## src/rtl/phy_track_pkg.sv

```systemverilog
package phy_track_pkg;
  localparam int unsigned PT_NPHY     = 32;
  localparam int unsigned PT_ADDR_W   = 5;
  localparam int unsigned PT_DATA_W   = 16;
  localparam int unsigned PT_NSEL     = 2;
  localparam int unsigned PT_STAT_REG = 1;
  localparam int unsigned PT_LINK_BIT = 2;
endpackage

```

## src/rtl/phy_vec_reg.sv

```systemverilog
module phy_vec_reg
  import phy_track_pkg::*;
#(
  parameter int unsigned NPHY     = PT_NPHY,
  parameter int unsigned ADDR_W   = PT_ADDR_W,
  parameter int unsigned DATA_W   = PT_DATA_W,
  parameter int unsigned STAT_REG = PT_STAT_REG,
  parameter int unsigned LINK_BIT = PT_LINK_BIT
) (
  input  logic              clk,
  input  logic              rst_n,
  input  logic              rpt_vld,
  input  logic [ADDR_W-1:0] rpt_phy,
  input  logic [ADDR_W-1:0] rpt_reg,
  input  logic              rpt_rd,
  input  logic              rpt_ack,
  input  logic [DATA_W-1:0] rpt_rdata,
  input  logic              clr_we,
  input  logic [NPHY-1:0]   clr_mask,
  output logic [NPHY-1:0]   alive,
  output logic [NPHY-1:0]   link
);
  logic [NPHY-1:0] alive_q, alive_d, link_q, link_d;
  logic            stat_rd;

  assign stat_rd = rpt_vld && rpt_rd && (rpt_reg == ADDR_W'(STAT_REG));

  always_comb begin
    alive_d = alive_q;
    if (clr_we) alive_d = alive_q & ~clr_mask;
    if (rpt_vld) alive_d[rpt_phy] = rpt_ack;
  end

  always_comb begin
    link_d = link_q;
    if (stat_rd) link_d[rpt_phy] = rpt_ack & rpt_rdata[LINK_BIT];
  end

  always_ff @(posedge clk or negedge rst_n) begin
    if (!rst_n) begin
      alive_q <= '0;
      link_q  <= '0;
    end else begin
      if (rpt_vld || clr_we) alive_q <= alive_d;
      if (stat_rd)           link_q  <= link_d;
    end
  end

  assign alive = alive_q;
  assign link  = link_q;

  // presence bit follows the acknowledge of the last report
  a_r1_alive_follows_ack: assert property (@(posedge clk) disable iff (!rst_n)
    rpt_vld |=> alive_q[$past(rpt_phy)] == $past(rpt_ack));
  // a cleared bit not named by a report drops to zero
  a_r2_clear_drops: assert property (@(posedge clk) disable iff (!rst_n)
    (clr_we && !rpt_vld) |=> ((alive_q & $past(clr_mask)) == '0));
  // status read sets link to ack and flag
  a_r3_link_update: assert property (@(posedge clk) disable iff (!rst_n)
    stat_rd |=> link_q[$past(rpt_phy)] == $past(rpt_ack & rpt_rdata[LINK_BIT]));
  // no other stimulus moves the link vector
  a_r4_link_hold: assert property (@(posedge clk) disable iff (!rst_n)
    !stat_rd |=> $stable(link_q));
endmodule

```

## src/rtl/link_sync.sv

```systemverilog
module link_sync #(
  parameter int unsigned WIDTH = 2
) (
  input  logic             clk,
  input  logic             rst_n,
  input  logic [WIDTH-1:0] pin_in,
  output logic [WIDTH-1:0] pin_sync
);
  for (genvar g = 0; g < WIDTH; g++) begin : g_bit
    logic s1_q, s2_q;
    always_ff @(posedge clk or negedge rst_n) begin
      if (!rst_n) begin
        s1_q <= 1'b0;
        s2_q <= 1'b0;
      end else begin
        s1_q <= pin_in[g];
        s2_q <= s1_q;
      end
    end
    assign pin_sync[g] = s2_q;
  end
endmodule

```

## src/rtl/link_evt.sv

```systemverilog
module link_evt
  import phy_track_pkg::*;
#(
  parameter int unsigned NPHY   = PT_NPHY,
  parameter int unsigned ADDR_W = PT_ADDR_W
) (
  input  logic              clk,
  input  logic              rst_n,
  input  logic [NPHY-1:0]   link_vec,
  input  logic [ADDR_W-1:0] addr,
  input  logic              pin_link,
  input  logic              pinsel,
  input  logic              inten,
  input  logic              test_en,
  input  logic              wr,
  input  logic              wbit,
  output logic              raw,
  output logic              masked
);
  logic sel_link, prev_q, chg;
  logic raw_q, raw_d, msk_q, msk_d;

  assign sel_link = pinsel ? pin_link : link_vec[addr];
  assign chg      = sel_link ^ prev_q;

  always_comb begin
    raw_d = raw_q;
    msk_d = msk_q;
    if (wr && wbit) begin
      raw_d = test_en;
      msk_d = test_en;
    end
    if (chg) begin
      raw_d = 1'b1;
      if (inten) msk_d = 1'b1;
    end
  end

  always_ff @(posedge clk or negedge rst_n) begin
    if (!rst_n) begin
      prev_q <= 1'b0;
      raw_q  <= 1'b0;
      msk_q  <= 1'b0;
    end else begin
      prev_q <= sel_link;
      if (chg || (wr && wbit)) begin
        raw_q <= raw_d;
        msk_q <= msk_d;
      end
    end
  end

  assign raw    = raw_q;
  assign masked = msk_q;

  // masked bit never stands without its raw bit
  a_r6_masked_implies_raw: assert property (@(posedge clk) disable iff (!rst_n)
    msk_q |-> raw_q);
  // masked bit rises only with enable or a test write
  a_r6_masked_needs_en: assert property (@(posedge clk) disable iff (!rst_n)
    $rose(msk_q) |-> $past(inten) || $past(wr && wbit && test_en));
  // clearing write with no change empties both bits
  a_r7_clear: assert property (@(posedge clk) disable iff (!rst_n)
    (wr && wbit && !test_en && !chg) |=> (!raw_q && !msk_q));
  // test write sets both bits
  a_r8_test_set: assert property (@(posedge clk) disable iff (!rst_n)
    (wr && wbit && test_en) |=> (raw_q && msk_q));
endmodule

```

## src/rtl/phy_status_tracker.sv

```systemverilog
module phy_status_tracker
  import phy_track_pkg::*;
#(
  parameter int unsigned NPHY     = PT_NPHY,
  parameter int unsigned ADDR_W   = PT_ADDR_W,
  parameter int unsigned DATA_W   = PT_DATA_W,
  parameter int unsigned NSEL     = PT_NSEL,
  parameter int unsigned STAT_REG = PT_STAT_REG,
  parameter int unsigned LINK_BIT = PT_LINK_BIT
) (
  input  logic                     clk,
  input  logic                     rst_n,
  input  logic                     rpt_vld,
  input  logic [ADDR_W-1:0]        rpt_phy,
  input  logic [ADDR_W-1:0]        rpt_reg,
  input  logic                     rpt_rd,
  input  logic                     rpt_ack,
  input  logic [DATA_W-1:0]        rpt_rdata,
  input  logic                     alive_clr_we,
  input  logic [NPHY-1:0]          alive_clr_mask,
  input  logic [NSEL*ADDR_W-1:0]   mon_addr,
  input  logic [NSEL-1:0]          mon_inten,
  input  logic [NSEL-1:0]          mon_pinsel,
  input  logic [NSEL-1:0]          ext_link,
  input  logic                     test_en,
  input  logic                     evt_wr,
  input  logic [NSEL-1:0]          evt_wdata,
  output logic [NPHY-1:0]          alive,
  output logic [NPHY-1:0]          link,
  output logic [NSEL-1:0]          evt_raw,
  output logic [NSEL-1:0]          evt_masked,
  output logic                     irq
);
  logic rst_m_q, rst_s_q;
  logic [NSEL-1:0] pin_sync;

  always_ff @(posedge clk or negedge rst_n) begin
    if (!rst_n) begin
      rst_m_q <= 1'b0;
      rst_s_q <= 1'b0;
    end else begin
      rst_m_q <= 1'b1;
      rst_s_q <= rst_m_q;
    end
  end

  phy_vec_reg #(
    .NPHY(NPHY), .ADDR_W(ADDR_W), .DATA_W(DATA_W),
    .STAT_REG(STAT_REG), .LINK_BIT(LINK_BIT)
  ) u_vec (
    .clk(clk), .rst_n(rst_s_q),
    .rpt_vld(rpt_vld), .rpt_phy(rpt_phy), .rpt_reg(rpt_reg),
    .rpt_rd(rpt_rd), .rpt_ack(rpt_ack), .rpt_rdata(rpt_rdata),
    .clr_we(alive_clr_we), .clr_mask(alive_clr_mask),
    .alive(alive), .link(link)
  );

  link_sync #(.WIDTH(NSEL)) u_sync (
    .clk(clk), .rst_n(rst_s_q), .pin_in(ext_link), .pin_sync(pin_sync)
  );

  for (genvar s = 0; s < NSEL; s++) begin : g_sel
    link_evt #(.NPHY(NPHY), .ADDR_W(ADDR_W)) u_evt (
      .clk(clk), .rst_n(rst_s_q),
      .link_vec(link), .addr(mon_addr[s*ADDR_W +: ADDR_W]),
      .pin_link(pin_sync[s]), .pinsel(mon_pinsel[s]), .inten(mon_inten[s]),
      .test_en(test_en), .wr(evt_wr), .wbit(evt_wdata[s]),
      .raw(evt_raw[s]), .masked(evt_masked[s])
    );
  end

  assign irq = |evt_masked;

  // interrupt high only while an enabled event is pending
  a_r9_irq_source: assert property (@(posedge clk) disable iff (!rst_s_q)
    irq |-> (evt_raw != '0));
endmodule

```

## config.mk

```make
export PLATFORM = sky130hd
export DESIGN_NAME = phy_status_tracker
export DESIGN_NICKNAME = d
export VERILOG_FILES = /design/src/rtl/phy_track_pkg.sv /design/src/rtl/phy_vec_reg.sv /design/src/rtl/link_sync.sv /design/src/rtl/link_evt.sv /design/src/rtl/phy_status_tracker.sv
export SDC_FILE = /design/constraint.sdc
export NUM_CORES = 1
export LEC_CHECK = 0
export CORE_MARGIN = 4
export CORE_UTILIZATION = 49
export CTS_CLUSTER_SIZE = 24
export DETAILED_ROUTE_END_ITERATION = 8
export GPL_ROUTABILITY_DRIVEN = 0
export PLACE_DENSITY = 0.86
export SKIP_CTS_REPAIR_TIMING = 1
export SYNTH_ARGS = -nofsm -noshare
export SYNTH_HDL_FRONTEND = slang
export SYNTH_SLANG_ARGS = --single-unit
```

## constraint.sdc

```tcl
create_clock -name clk -period 6.37 [get_ports clk]
set_input_delay 1.5925 -clock clk [delete_from_list [all_inputs] [get_ports clk]]
set_output_delay 1.5925 -clock clk [all_outputs]
set_load 0.01 [all_outputs]
```

======== Word-level counts from Yosys, hierarchy flattened ========
Cells that the tools add are included.
word-level totals
  bits of input ports ..................... 84
  flip-flop bits (word level) ............. 76
  word-level logic and storage cells ...... 59
operators by class
  eq/ne operators ......................... 1
  mux-type cells .......................... 22
  bitwise operators ....................... 5
  reductions and logical operators ........ 13
  $lt $le $gt $ge ......................... 4
operators with widths
  cell                count
  $bwmux 32           2
  $mux 32             2
  $and 32x32->32      1
  $not 32->32         1
  $lt 5x6->1 const B  3
  $mux 1              15
  $bmux 1 s5          2
  $demux 1 s5         1
  $eq 5x1->1 const B  1
  $ge 5x1->1 const B  1
  $logic_and 1x1->1   5
  $reduce_and 2->1    2
  $reduce_bool 2->1   2
  $logic_or 1x1->1    3
  $reduce_or 2->1     1
  $xor 1x1->1         2
  $and 1x1->1         1

======== Logic depth before layout (Yosys ltp) ========
Gate-level depths: netlist of run 1.
  depth after elaboration ................. 6
  gate-level depth with buffers ........... 8

======== By module ========
Synthesis of run 1 repeated with hierarchy kept, for this count alone.
unflattened totals
  cells, all modules ...................... 420
  area total of the unflattened synthesis .. 4566.9 um^2
modules (own cells, without submodules)
  module              sequential area each (um^2)  cells each  area each (um^2)  times used
  phy_vec_reg         1601.5                       274         3293.2            1
  link_evt            75.1                         68          549.3             2
  link_sync           100.1                        6           115.1             1
  phy_status_tracker  50.0                         4           60.1              1

======== Least setup slack after synthesis of run 1 ========
OpenSTA, ideal clock, no wires.
  path kind ............................... input port to flip-flop
  from .................................... input rpt_reg[3]
  to ...................................... register u_vec.link_q[21], in the netlist u_vec.link[21]
  arrival time ............................ 3159 ps
  slack ................................... 3083 ps
  path buffers ............................ 0
  stages on the path ...................... 6
  data required time ...................... 6242 ps
  cell sequence ........................... or4b_4 -> nor3_4 -> nand2_2 -> or2_4 -> nor2_2 -> mux2_1
on the way
  word-level cells in the longest chain between the ends .. 2
RTL lines
  item                    RTL line                  text
  start: declaration      phy_status_tracker.sv:15  input logic [ADDR_W-1:0] rpt_reg,
  $eq 5x1->1              phy_vec_reg.sv:26         assign stat_rd = rpt_vld && rpt_rd && (rpt_reg == ADDR_W'(STAT_REG));
  $logic_and 1x1->1       phy_vec_reg.sv:26
  end signal: assignment  phy_vec_reg.sv:45         if (stat_rd) link_q <= link_d;
  end: declaration        phy_vec_reg.sv:23         logic [NPHY-1:0] alive_q, alive_d, link_q, link_d;
Every way passes these cells.
A chain may end at the register's enable or synchronous reset.

======== Worst setup path after layout of run 1 ========
  from .................................... input mon_addr[5]
  to ...................................... register g_sel[1].u_evt.msk_q
on the way
  word-level cells in the longest chain between the ends .. 5
  elaborated cells on any way between the ends .. 6
  classes of those cells .................. 4 x mux; 1 x bitwise; 1 x reduce/logical
RTL lines
  item                                               RTL line                        text
  start: declaration                                 phy_status_tracker.sv:21        input logic [NSEL*ADDR_W-1:0] mon_addr,
  $bmux 1 s5 *                                       link_evt.sv:23                  assign sel_link = pinsel ? pin_link : link_vec[addr];
  $mux 1 (implied by the code) *                     link_evt.sv:23
  $mux 1 *                                           link_evt.sv:23
  $xor 1x1->1 *                                      link_evt.sv:24                  assign chg = sel_link ^ prev_q;
  $mux 1 / $logic_or 1x1->1 (equally long branches)  link_evt.sv:33, link_evt.sv:46
  end signal: assignment                             link_evt.sv:48                  msk_q <= msk_d;
  end: declaration                                   link_evt.sv:21                  logic raw_q, raw_d, msk_q, msk_d;
Every way passes the cells marked *; elsewhere a longest branch is shown, timed or not. The select of a mux whose other input is x is not followed.

==> results.toml, run 1 <==
[status]
status = "finished, final reports clean"

[final_layout]
nets = 693
n_antenna_cell = 0
drive_above_1_share_pct = 9.93
n_fill_cell = 614
regArea_sq_um = 1900
multi_input_area_sq_um = 2220
area_growth_pct = 37.7

[floorplanning]
rows = 33
initial_utilization_pct = 51.4
coreArea_sq_um = 8340
die_x_um = 101
dieArea_sq_um = 10300
num_io_pins = 153
dieHeight_um = 101

[logic_synthesis]
synth_top_area_share_pct = 44.4
avgSynthCellArea_sq_um = 8.74
postSynth.asyncResetShare_pct = 100
synth_edf_count = 0
syn_area_sq_um = 4280
yosys-top-cells-area = "dfrtp_1 (44%), nand2_1 (11%), mux2i_1 (7.5%), mux2_2 (6.6%), nand3_1 (5.6%)"
synth.yosys.warnings = 0
syn_nets = 574
yosysTopAreaCell = "dfrtp_1"
synth_seq_cells = 76
synth_cell_type_count = 43
synthCells = 490
yosysSeqAreaShare_pct = 44.4
synth_ff_type = "dfrtp_1"

[cts]
tritoncts = "yes"
root_buffer = "clkbuf_8"
htreeDepth = 3
clkSlewWorstSetupHoldPaths_ps = 90
clockBufferDepth = 2
cts.sinks = 76
clk_latency_ps = 370
numCtsBuffers = 9

[placement]
io_buffers = 137
hpwlAfterDp_mm = 9.32
place_ws_ps = 2170

[global_route]
grt_pass1_vias = 4261
grt_max_degree = 75
overflow = 0
antenna_found_initial = 0
grt_pass1_wl_mm = 20.6
track_usage_pct = 25.3

[power_and_ir_drop]
power_density_nw_per_um2 = 189
ir_drop_v = 0.000151
power_leakage_uw = 0.00260

[timing]
slew_headroom_pct = 22.3
setup_slack_ps = 2530
rsz0062_at_grt = "no"
setup_viol = 0
maxSlewViolCount = 0
clock.fmax_mhz = 260
skew_ps = 12.5
min_period_ps = 3840
tns_ps = 0
timing.final.crit_share_pct = 60.3
tightest_slew_ps = 1160
hold_viol = 0

[min_path]
hp-class = "reg -> reg"
worstHoldStart = "u_sync.g_bit[0].s1_q"

[worst_setup_path]
arrival_ps = 4090
timing_worst_setup_path_type = "in -> reg"
critPathMaxFanout = 16
critPathRequiredTime_ps = 6610
cp_slowest_stage_delay_ps = 1110
r2r-start = "u_vec.link[3]"
crit_path_start = "mon_addr[5]"
slowest_stage = "clkdlybuf4s50_1"
cp-start-kind = "primary input"
worstPathCellList = "clkdlybuf4s50_1, mux2i_1, a22oi_1, nand3_1, nand2_1, o211ai_1, or3b_2"
cp-end-kind = "flop"

[routing]
drtPass1Iterations = 5
vias_per_cell = 5.79
drtAntennaViolNets = 0
drt_wl_total_mm = 12.7
vias = 4166
drt_iter0_markers = 254
drc_errors = 0
wire_per_inst_um = 17.6

[job]
cap_violations = 0
-- worst max-delay path, delay by kind of cell --
kind            cells  cell delay (ps)
mux                 1              300
simple gates        3              720
compound gates      2              370
buf+inv             1             1110
-- cells by family (layout without fill, tap and decap cells) --
logic type             after synthesis  in the layout  synth area share [%]
and+or+nand+nor                    259            259                  28.4
DFF                                 76             76                  44.4
AOI/OAI and AO/OA                   59             59                  8.73
other                                1              1                0.0876
buffers and inverters               36            160                  3.83
muxes                               59             59                  14.6
-- flip-flops by register name (all words and copies together), names as in the netlist, 2 cells and up --
signal              cells
g_sel.u_evt.masked      2
g_sel.u_evt.prev_q      2
g_sel.u_evt.raw         2
u_sync.g_bit.s1_q       2
u_sync.g_bit.s2_q       2
u_vec.alive            32
u_vec.link             32
-- routing by layer --
metal	GRT usage, %	vias up	wire, um
met5	0	-	0
met1	32.2	1978	5110
met4	11.3	0	351
li1	-	1925	-
met2	41.1	227	6030
met3	5.85	36	1170
-- metrics by stage --
| step | power (uW) | instance area (sq um) | cells | util [%] | hold slack, ps |
|---|---|---|---|---|---|
| 2_1_floorplan | 600 | 4280 | 490 | - | 331 |
| 3_3_place_gp | 678 | 5660 | 703 | 67.9 | 335 |
| 3_5_place_dp | 683 | 5660 | 703 | 67.9 | 337 |
| 4_1_cts | 1110 | 5900 | 719 | 70.7 | 356 |
| 5_1_grt | 1150 | 5900 | 719 | 70.7 | 364 |
| 6_report | 1110 | 5900 | 719 | 70.7 | 353 |
-- worst paths after layout --
path	depth (start not counted)	slack [ps]	end
min in group asynchronous	1	480	u_vec.alive[20]
min	0	350	u_sync.g_bit[0].s2_q
max	7	2530	g_sel[1].u_evt.masked
max in group asynchronous	1	4870	rst_s_q
min reg2reg	0	350	u_sync.g_bit[0].s2_q
max reg2reg	6	4560	g_sel[1].u_evt.masked
-- cell usage in the layout (no fill, tap or decap), drive strengths merged, types with 8 or more instances in the layout --
master,instances
clkbuf,10
dfrtp,76
clkdlybuf4s50,137
a21oi,9
a22oi,8
nand2,126
mux2i,32
and2,9
o211ai,9
nor2,34
nand3,48
o21ai,21
mux2,27
-- cells in the mapped netlist, types with 4 or more instances --
cell type	n
mux2i_1	32
nand2_1	125
nor3_1	4
nand3_1	48
mux2_2	25
clkbuf_1	22
nand2b_1	4
a22oi_1	8
and2_1	9
a21oi_1	9
nor2_1	31
o21ai_0	21
o211ai_1	9
buf_2	5
nor2b_1	6
buf_4	6
dfrtp_1	76
-- final cells by class --
| cell class | instances | area share, % |
|---|---|---|
| Multi-Input combinational cell | 378 | 37.6 |
| Sequential cell | 76 | 32.3 |
| Timing Repair Buffer | 141 | 23.8 |
| Clock buffer | 10 | 2.33 |
| Tap cell | 105 | 2.23 |
| Clock inverter | 6 | 1.61 |
| Inverter | 3 | 0.191 |
-- where the power goes --
group / internal, uW / switching, uW
combinational: 86.1 / 84.2
clock: 236 / 204
sequential: 495 / 9.98
total: 817 / 298
(Power assumes the default switching activity.)
==> inputs of run 2 (changes only) <==
--- a/config.mk
+++ b/config.mk
@@ -6,11 +6,11 @@
 export NUM_CORES = 1
 export LEC_CHECK = 0
 export CORE_MARGIN = 4
-export CORE_UTILIZATION = 49
+export CORE_UTILIZATION = 45
 export CTS_CLUSTER_SIZE = 24
 export DETAILED_ROUTE_END_ITERATION = 8
 export GPL_ROUTABILITY_DRIVEN = 0
-export PLACE_DENSITY = 0.86
+export PLACE_DENSITY = 0.8
 export SKIP_CTS_REPAIR_TIMING = 1
 export SYNTH_ARGS = -nofsm -noshare
 export SYNTH_HDL_FRONTEND = slang
==> constraint.sdc (replaced) <==
create_clock -name clk -period 3.89 [get_ports clk]
set_input_delay 0.9725 -clock clk [delete_from_list [all_inputs] [get_ports clk]]
set_output_delay 0.9725 -clock clk [all_outputs]
set_load 0.01 [all_outputs]
==> results.toml, run 2 (synthesized netlist as in run 1, its figures left out) <==
[global_route]
top_usage_layer = "met2"
use_met1_pct = 28.9
grtUsageMet3_pct = 5.94
overflow = 0
grt_pass1_wl_mm = 20.4
track_usage_pct = 22.6
grt_max_degree = 42
antenna_found_initial = 0
grtUsageMet2_pct = 38.0
grt_pass1_vias = 4225

[floorplanning]
initial_utilization_pct = 46.4
num_io_pins = 153
die_x_um = 106
dieArea_sq_um = 11100
dieHeight_um = 106
coreArea_sq_um = 9240
rows = 35

[timing]
hold_viol = 0
tightest_slew_ps = 872
setup_viol = 0
rsz0062_at_grt = "no"
maxSlewViolCount = 0
tns_ps = 0
skew_ps = 14.2
min_period_ps = 2970
timing.final.crit_share_pct = 76.2
clock.fmax_mhz = 337
slew_headroom_pct = 41.8
setup_slack_ps = 925

[routing]
vias = 4056
vias_per_cell = 5.43
drt_iter0_markers = 172
drc_errors = 0
drtAntennaViolNets = 0
drtPass1Iterations = 4
wire_per_inst_um = 16.6
drt_wl_total_mm = 12.4

[final_layout]
fin_cells = 747
mostFrequentLayoutCells = "clkdlybuf4s50_1 (137), nand2_1 (125), dfrtp_1 (75), nand3_1 (48), mux2i_1 (32)"
n_antenna_cell = 0
area_growth_pct = 38.8
drive_above_1_share_pct = 10.2
nets = 697
final_common_cell = "clkdlybuf4s50_1"
finalInstanceArea_sq_um = 5940
n_fill_cell = 768

[worst_setup_path]
critPathRequiredTime_ps = 4120
critPathMaxFanout = 8
arrival_ps = 3200
cp-end-kind = "flop"
timing_worst_setup_path_type = "in -> reg"
cp-start-kind = "primary input"

[cts]
clockBufferDepth = 2
root_buffer = "clkbuf_8"
cts.sinks = 76
clkSlewWorstSetupHoldPaths_ps = 90
htreeDepth = 3
numCtsBuffers = 9
clk_latency_ps = 360
tritoncts = "yes"

[power_and_ir_drop]
p_seq_share_pct = 46.8
power_density_nw_per_um2 = 300
ir_drop_v = 0.000147
p_int_uw = 1330
p_switching_uw = 450
clkPwrFrac_pct = 37.9
p_sw_share_pct = 25.2
comb_power_share_pct = 15.3
power_leakage_uw = 0.00261

[placement]
io_buffers = 137
place_ws_ps = 560
hpwlAfterDp_mm = 9.34
placed_cell_area_sq_um = 5720
placed_cells = 731

[job]
cap_violations = 0

[min_path]
hp-class = "reg -> async"

[status]
status = "finished, final reports clean"
-- run 2: changes by cell type in the layout (fill, tap and decap cells not counted) --
cell,before,now
clkinv_2,0,1
clkbuf_1,0,2
clkinv_4,2,1
inv_6,2,0
buf_4,4,8
-- run 2: per-layer routing --
layer,vias to the layer above,wire (um)
li1,1936,-
met2,171,5940
met5,-,0
met4,0,170
met1,1932,5260
met3,17,1050
-- run 2: power groups by stage --
stage | registers (uW) | clock network (uW) | logic [uW]
floorplan | 854 | 0 | 128
global placement | 848 | 0 | 265
detailed placement | 849 | 0 | 272
CTS | 834 | 685 | 273
global route | 839 | 724 | 296
finish | 834 | 676 | 272
-- run 2: layout make-up --
type,count,area [sq um],share of cell area (%)
tap,129,161,2.72
clock buffer,12,145,2.44
sequential,76,1900,32.0
multi-input combinational,378,2220,37.3
timing repair buffer,145,1430,24.1
inverter,3,11.3,0.189
clock inverter,4,73.8,1.24
-- run 2: path summary, 6_finish.rpt --
kind,from,to,slack [ps],cells past startpoint
max,rpt_reg[3],u_vec.link[20],920,7
min,rst_s_q,u_vec.alive[13],340,0
max reg2reg,u_vec.link[3],g_sel[1].u_evt.masked,2130,6
min reg2reg,rst_s_q,u_vec.alive[13],340,0
max in group asynchronous,rst_s_q,g_sel[0].u_evt.raw,2480,1
min in group clk,u_sync.g_bit[0].s1_q,u_sync.g_bit[0].s2_q,350,0
-- run 2: stage by stage --
step | hold slack [ps] | util (%) | total power (uW)
global placement | 334 | 61.9 | 1110
CTS | 355 | 64.3 | 1790
floorplan | 331 | - | 983
detailed placement | 338 | 61.9 | 1120
global route | 369 | 64.3 | 1860
finish | 337 | 64.3 | 1780
-- run 2: worst max-delay path, cell delays in order --
cell and delay [ps]:
clkdlybuf4s50_1 400, or4b_4 550, nor3_4 340, and2_1 370
inv_2 90, nor2_1 140, mux2_2 350
